==> src/rtl/hdlc_tx_pkg.sv <==
package hdlc_tx_pkg;

  typedef enum logic {UNIT_FLAG = 1'b0, UNIT_DATA = 1'b1} unit_e;

  // A stuffed zero is owed when this one bit completes the allowed run.
  function automatic logic stuff_due(input int ones_seen, input logic bit_now, input int run_len);
    return bit_now && (ones_seen == run_len - 1);
  endfunction

  // Line code: zero flips the level, one keeps it.
  function automatic logic line_next(input logic level, input logic bit_now);
    return bit_now ? level : ~level;
  endfunction

endpackage

==> src/rtl/hdlc_tx_shifter.sv <==
module hdlc_tx_shifter
  import hdlc_tx_pkg::*;
#(
  parameter int BITS      = 8,
  parameter int STUFF_RUN = 5
) (
  input  logic            clk,
  input  logic            rst_n,
  input  logic            next_is_flag,
  input  logic [BITS-1:0] next_word,
  output logic            raw_bit,
  output logic            stuff_now,
  output logic            unit_end,
  output logic            unit_is_flag
);
  localparam int CW = $clog2(BITS + 1);
  localparam int OW = $clog2(STUFF_RUN + 1);
  localparam logic [BITS-1:0] FLAG_WORD = {1'b0, {(BITS-2){1'b1}}, 1'b0};

  logic [BITS-1:0] shreg;
  logic [CW-1:0]   cnt;
  logic [OW-1:0]   ones;
  logic [OW-1:0]   ones_next;
  logic            stuff_pend;
  unit_e           kind;
  logic            need_stuff;

  assign unit_is_flag = (kind == UNIT_FLAG);
  assign stuff_now    = stuff_pend;
  assign raw_bit      = stuff_pend ? 1'b0 : shreg[BITS-1];
  assign need_stuff   = (kind == UNIT_DATA) && !stuff_pend &&
                        stuff_due(int'(ones), shreg[BITS-1], STUFF_RUN);

  // The unit ends on its last data bit unless a zero is owed, else on that zero.
  assign unit_end = stuff_pend ? (cnt == CW'(BITS))
                               : ((cnt == CW'(BITS - 1)) && !need_stuff);

  always_comb begin
    if (kind == UNIT_FLAG || stuff_pend || !shreg[BITS-1]) ones_next = '0;
    else                                                    ones_next = ones + 1'b1;
  end

  always_ff @(posedge clk or negedge rst_n) begin
    if (!rst_n) begin
      shreg      <= FLAG_WORD;
      kind       <= UNIT_FLAG;
      cnt        <= '0;
      ones       <= '0;
      stuff_pend <= 1'b0;
    end else if (unit_end) begin
      shreg      <= next_is_flag ? FLAG_WORD : next_word;
      kind       <= next_is_flag ? UNIT_FLAG : UNIT_DATA;
      cnt        <= '0;
      ones       <= next_is_flag ? '0 : ones_next;
      stuff_pend <= 1'b0;
    end else if (stuff_pend) begin
      stuff_pend <= 1'b0;
      ones       <= '0;
    end else begin
      shreg      <= {shreg[BITS-2:0], 1'b0};
      cnt        <= cnt + 1'b1;
      ones       <= ones_next;
      stuff_pend <= need_stuff;
    end
  end

endmodule

==> src/rtl/hdlc_tx_ctrl.sv <==
module hdlc_tx_ctrl #(
  parameter int BITS = 8
) (
  input  logic            clk,
  input  logic            rst_n,
  input  logic            unit_end,
  input  logic            unit_is_flag,
  input  logic            in_valid,
  input  logic [BITS-1:0] in_data,
  input  logic            in_sof,
  input  logic            in_eof,
  output logic            in_ready,
  output logic            accept,
  output logic            next_is_flag,
  output logic [BITS-1:0] next_word
);
  logic close_pend;
  logic take_ok;

  // After a flag any byte may start a frame; inside a frame only a
  // continuation byte is taken, and not after an end-of-frame byte.
  assign take_ok      = unit_is_flag || (!close_pend && !in_sof);
  assign in_ready     = unit_end && take_ok;
  assign accept       = in_ready && in_valid;
  assign next_is_flag = !accept;
  assign next_word    = in_data;

  always_ff @(posedge clk or negedge rst_n) begin
    if (!rst_n)        close_pend <= 1'b0;
    else if (unit_end) close_pend <= accept && in_eof;
  end

endmodule

==> src/rtl/hdlc_tx_line_enc.sv <==
module hdlc_tx_line_enc
  import hdlc_tx_pkg::*;
(
  input  logic clk,
  input  logic rst_n,
  input  logic raw_bit,
  output logic enc_lvl,
  output logic line_q
);
  always_ff @(posedge clk or negedge rst_n) begin
    if (!rst_n) enc_lvl <= 1'b1;
    else        enc_lvl <= line_next(enc_lvl, raw_bit);
  end

  // Retimed to the falling edge so the line moves between sampling edges.
  always_ff @(negedge clk or negedge rst_n) begin
    if (!rst_n) line_q <= 1'b1;
    else        line_q <= enc_lvl;
  end

endmodule

==> src/rtl/hdlc_frame_tx.sv <==
module hdlc_frame_tx #(
  parameter int BITS      = 8,
  parameter int STUFF_RUN = 5
) (
  input  logic            clk,
  input  logic            rst_n,
  input  logic            in_valid,
  input  logic [BITS-1:0] in_data,
  input  logic            in_sof,
  input  logic            in_eof,
  output logic            in_ready,
  output logic            line_out
);
  logic            unit_end;
  logic            unit_is_flag;
  logic            stuff_now;
  logic            raw_bit;
  logic            accept;
  logic            enc_lvl;
  logic            next_is_flag;
  logic [BITS-1:0] next_word;

  hdlc_tx_ctrl #(.BITS(BITS)) ctrl_i (
    .clk(clk), .rst_n(rst_n), .unit_end(unit_end), .unit_is_flag(unit_is_flag),
    .in_valid(in_valid), .in_data(in_data), .in_sof(in_sof), .in_eof(in_eof),
    .in_ready(in_ready), .accept(accept), .next_is_flag(next_is_flag),
    .next_word(next_word)
  );

  hdlc_tx_shifter #(.BITS(BITS), .STUFF_RUN(STUFF_RUN)) shift_i (
    .clk(clk), .rst_n(rst_n), .next_is_flag(next_is_flag), .next_word(next_word),
    .raw_bit(raw_bit), .stuff_now(stuff_now), .unit_end(unit_end),
    .unit_is_flag(unit_is_flag)
  );

  hdlc_tx_line_enc enc_i (
    .clk(clk), .rst_n(rst_n), .raw_bit(raw_bit), .enc_lvl(enc_lvl), .line_q(line_out)
  );

endmodule

==> config.mk <==
export PLATFORM = sky130hd
export DESIGN_NAME = hdlc_frame_tx
export DESIGN_NICKNAME = d
export VERILOG_FILES = /design/src/rtl/hdlc_tx_pkg.sv /design/src/rtl/hdlc_tx_shifter.sv /design/src/rtl/hdlc_tx_ctrl.sv /design/src/rtl/hdlc_tx_line_enc.sv /design/src/rtl/hdlc_frame_tx.sv
export SDC_FILE = /design/constraint.sdc
export NUM_CORES = 1
export LEC_CHECK = 0
export BUFFER_PORTS_ARGS = -buffer_cell sky130_fd_sc_hd__buf_2
export CAP_MARGIN = 20
export CORE_MARGIN = 10
export CORE_UTILIZATION = 63
export CTS_BUF_LIST = sky130_fd_sc_hd__clkbuf_8
export DETAILED_ROUTE_END_ITERATION = 7
export PLACE_DENSITY = 0.95
export SYNTH_ARGS = -nofsm -noshare
export SYNTH_HDL_FRONTEND = slang
export SYNTH_SLANG_ARGS = --single-unit
==> constraint.sdc <==
create_clock -name clk -period 4.6 [get_ports clk]
set_input_delay 0.69 -clock clk [delete_from_list [all_inputs] [get_ports clk]]
set_output_delay 0.69 -clock clk [all_outputs]
set_load 0.1 [all_outputs]
Word-level counts from Yosys, hierarchy flattened
Index checks and enable logic that the tools add are counted.
{"block": "totals", "regBits": 20, "in_bits": 13, "output_inout_bits": 2, "wordCells": 46}
{"block": "op_classes", "n_addsub": 2, "eq_ne": 4, "muxes": 14, "n_bitwise": 2, "n_reduce_logical": 16}
{"operator": "$mux W8", "n": 3}
{"operator": "$mux W3", "n": 4}
{"operator": "$logic_and A1 B1 Y1", "n": 8}
{"operator": "$mux W4", "n": 2}
{"operator": "$logic_not A1 Y1", "n": 5}
{"operator": "$mux W1", "n": 5}
{"operator": "$add A4 B1 Y4 const B", "n": 1}
{"operator": "$eq A4 B3 Y1 const B", "n": 1}
{"operator": "$eq A4 B4 Y1 const B", "n": 1}
{"operator": "$add A3 B1 Y3 const B", "n": 1}
{"operator": "$eq A3 B3 Y1 const B", "n": 1}
{"operator": "$logic_or A1 B1 Y1", "n": 3}
{"operator": "$ne A2 B2 Y1 const B", "n": 1}
{"operator": "$not A1 Y1", "n": 2}

Logic depth before layout (Yosys ltp)
{"block": "logic_depth", "ltp_word": 10, "depth_mapped": 6, "depth_no_buf": 5}

Modules after synthesis
Synthesis repeated with hierarchy kept, for this count alone.
{"block": "hier_totals", "hier_cells": 101, "area_unflattened_um2": 1146.1}
{"module": "hdlc_tx_shifter", "instances": 1, "cells_each": 82, "area_per_inst_um2": 940.9, "seq_area_each_um2": 432.9}
{"module": "hdlc_tx_ctrl", "instances": 1, "cells_each": 15, "area_per_inst_um2": 140.1, "seq_area_each_um2": 25.0}
{"module": "hdlc_tx_line_enc", "instances": 1, "cells_each": 4, "area_per_inst_um2": 65.1, "seq_area_each_um2": 52.6}

==> flow_summary.toml <==
[power_and_ir_drop]
ir_worst_vdd_v = 0.0003480
p_leak_nw = 0.5565
p_per_area_nw_per_um2 = 549.9

[cts]
cts_num_sinks = 20
cts_tree = "yes"
cts_resized = 0
cts_buffers = 3
cts_buffer_depth = 2
ctsHoldBuffers = 0
postCtsSetupBuffers = 0
htreeDepth = 1
clock-root-buffer = "clkbuf_8"
clk_pin_slew_ns = 0.07
clock_latency_ns = 0.31

[yosys]
syn-num-nets = 115
syn_area_um2 = 1126
synth_commonest_cells = "dfrtp_1 (12), a211oi_1 (9), dfstp_2 (8)"
async_flop_share = 1.000
synth-seq-cells = 20
ys_top_cells_by_area = "dfrtp_1 (27%), dfstp_2 (19%), a211oi_1 (6.0%)"
yosysTopAreaCell = "dfrtp_1"
ys_types = 37
synth_most_common_cell = "dfrtp_1"
synthFlopType = "dfrtp_1"
synth_edf_count = 0
synth_cells = 98
yosysWarnings = 0
syn_area_per_cell_um2 = 11.49
seq_area_frac_synth = 0.4533
yosysTopAreaCellShare = 0.2667

[timing]
worstMarginPinSlew_ns = 0.5604
rsz0062_at_grt = "false"
final-setup-viol-count = 0
setup_ws_ns = 0.3846
drv_slew = 0
skew_ns = 0.06238
finalHoldViolCount = 0
slew_headroom = 0.6264
timing.hold.ws_ns = 0.3651
fin_setup_tns_ns = 0

[worst_setup_path]
r2r_slack_ns = 1.76
critPathRequiredTime_ns = 3.91
timing_worst_setup_path_type = "reg2out"
crit_path_top_delay_cell = "dfstp_2"
cp_max_fo = 1
endpoint_kind = "primary output"
critPathBufInv = 1
cp-start-kind = "register"
cp_cell_sequence = "buf_2"
cp.arrival_ns = 3.53
path_delay_family = "flip-flops"
cpPeakStageDelay_ns = 0.50

[global_route]
antenna_found_initial = 0
gr-total-overflow = 0
grt_pass1_vias = 831
grt_pass1_wl_um = 3746
grt_max_degree = 22
grt_usage = 0.1147

[place]
routabilityCongestion = 0.7641
place_ws_ns = 0.7065
hpwl_um = 1565
placed_area_um2 = 1190
port_buffers = 14

[cells_and_area]
fin_util = 0.7231
drive_gt1_frac = 0.3514
fin_nets = 129
nFillCells = 127
syn_to_final_growth_pct = 9.666
fin_area_um2 = 1235
diodes = 0

[worst_hold_path]
hold_class = "in2async"

[route]
drt_wl_total_um = 2137
viasPerCell = 5.882
first_pass_iters = 4
num_vias = 800
drtIter0Drc = 33
drc = 0
final_antenna_net_count = 0
wire_per_inst_um = 15.71

[outcome]
outcome = "complete, no violations"

[die]
initial_core_util = 0.6593
dieHeight_um = 62.28
io_pins = 15
fp.dieW_um = 62.28
core-area_um2 = 1708
core.rowCount = 15
dieArea_um2 = 3878

[run]
drv_cap = 0
-- where the power goes --
group	switching [mW]	internal (mW)
registers	0.0532	0.260
logic	0.142	0.104
clock network	0.0583	0.0605
-- area by class of cell --
class | count | area [µm²] | share of cell area
clock buffers | 3 | 41.29 | 0.03343
clock inverters | 2 | 7.507 | 0.006079
inverters | 5 | 18.77 | 0.01520
multi-input cells | 67 | 555.5 | 0.4498
flip-flops and latches | 20 | 510.5 | 0.4134
well taps | 25 | 31.28 | 0.02533
repair buffers | 14 | 70.07 | 0.05674
-- cell usage in the layout, fill, tap and decap left out, drive strengths merged, types with 2 or more instances in the layout --
cell type	netlist	layout
nand2b	2	2
and2	2	2
ha	4	4
nand2	2	2
xnor2	3	3
dfstp	8	8
inv	6	7
mux2	3	3
dfrtp	12	12
nor2	2	2
nor3	6	6
clkbuf	1	3
nand4b	2	2
buf	4	14
and3b	3	3
and3	3	3
a21oi	3	3
nor3b	6	6
a211oi	14	14
-- path summary, 6_finish.rpt --
check / cells after the start / to / from
max in group asynchronous: 1 / enc_i.line_q / rst_n
worst min register to register: 1 / shift_i.ones[0] / shift_i.ones[0]
worst max-delay path: 1 / line_out / enc_i.line_q
min in group clk: 1 / shift_i.ones[0] / shift_i.ones[0]
worst min-delay path: 1 / shift_i.ones[2] / rst_n
worst max register to register: 0 / enc_i.line_q / enc_i.enc_lvl
-- metrics by stage --
step | total power, mW | cells
2_1_floorplan | 0.5181 | 98
3_3_place_gp | 0.5506 | 132
3_5_place_dp | 0.5682 | 132
4_1_cts | 0.6846 | 136
5_1_grt | 0.7296 | 136
6_report | 0.6790 | 136
-- routing by layer --
metal	track usage	vias up	wire length, µm
li1	-	384	-
met1	0.1335	390	911
met2	0.1962	22	1104
met3	0.02330	4	92
met4	0.05307	0	28
met5	0	-	0
-- state kept, by name, indices dropped and copies added (netlist names) --
signal             count
shift_i.shreg          8
enc_i.line_q           1
shift_i.cnt            4
shift_i.ones           3
ctrl_i.close_pend      1
enc_i.enc_lvl          1
shift_i.kind           1
shift_i.stuff_now      1
-- cells by family after synthesis --
family | synth area share
xor gates and xnor gates | 0.03112
and+or+nand+nor | 0.2045
muxes | 0.03000
AOI/OAI and AO/OA | 0.1833
DFF | 0.4533
buffers and inverters | 0.05333
adders and majority gates | 0.04445
Power figures use the tool's default switching activity.
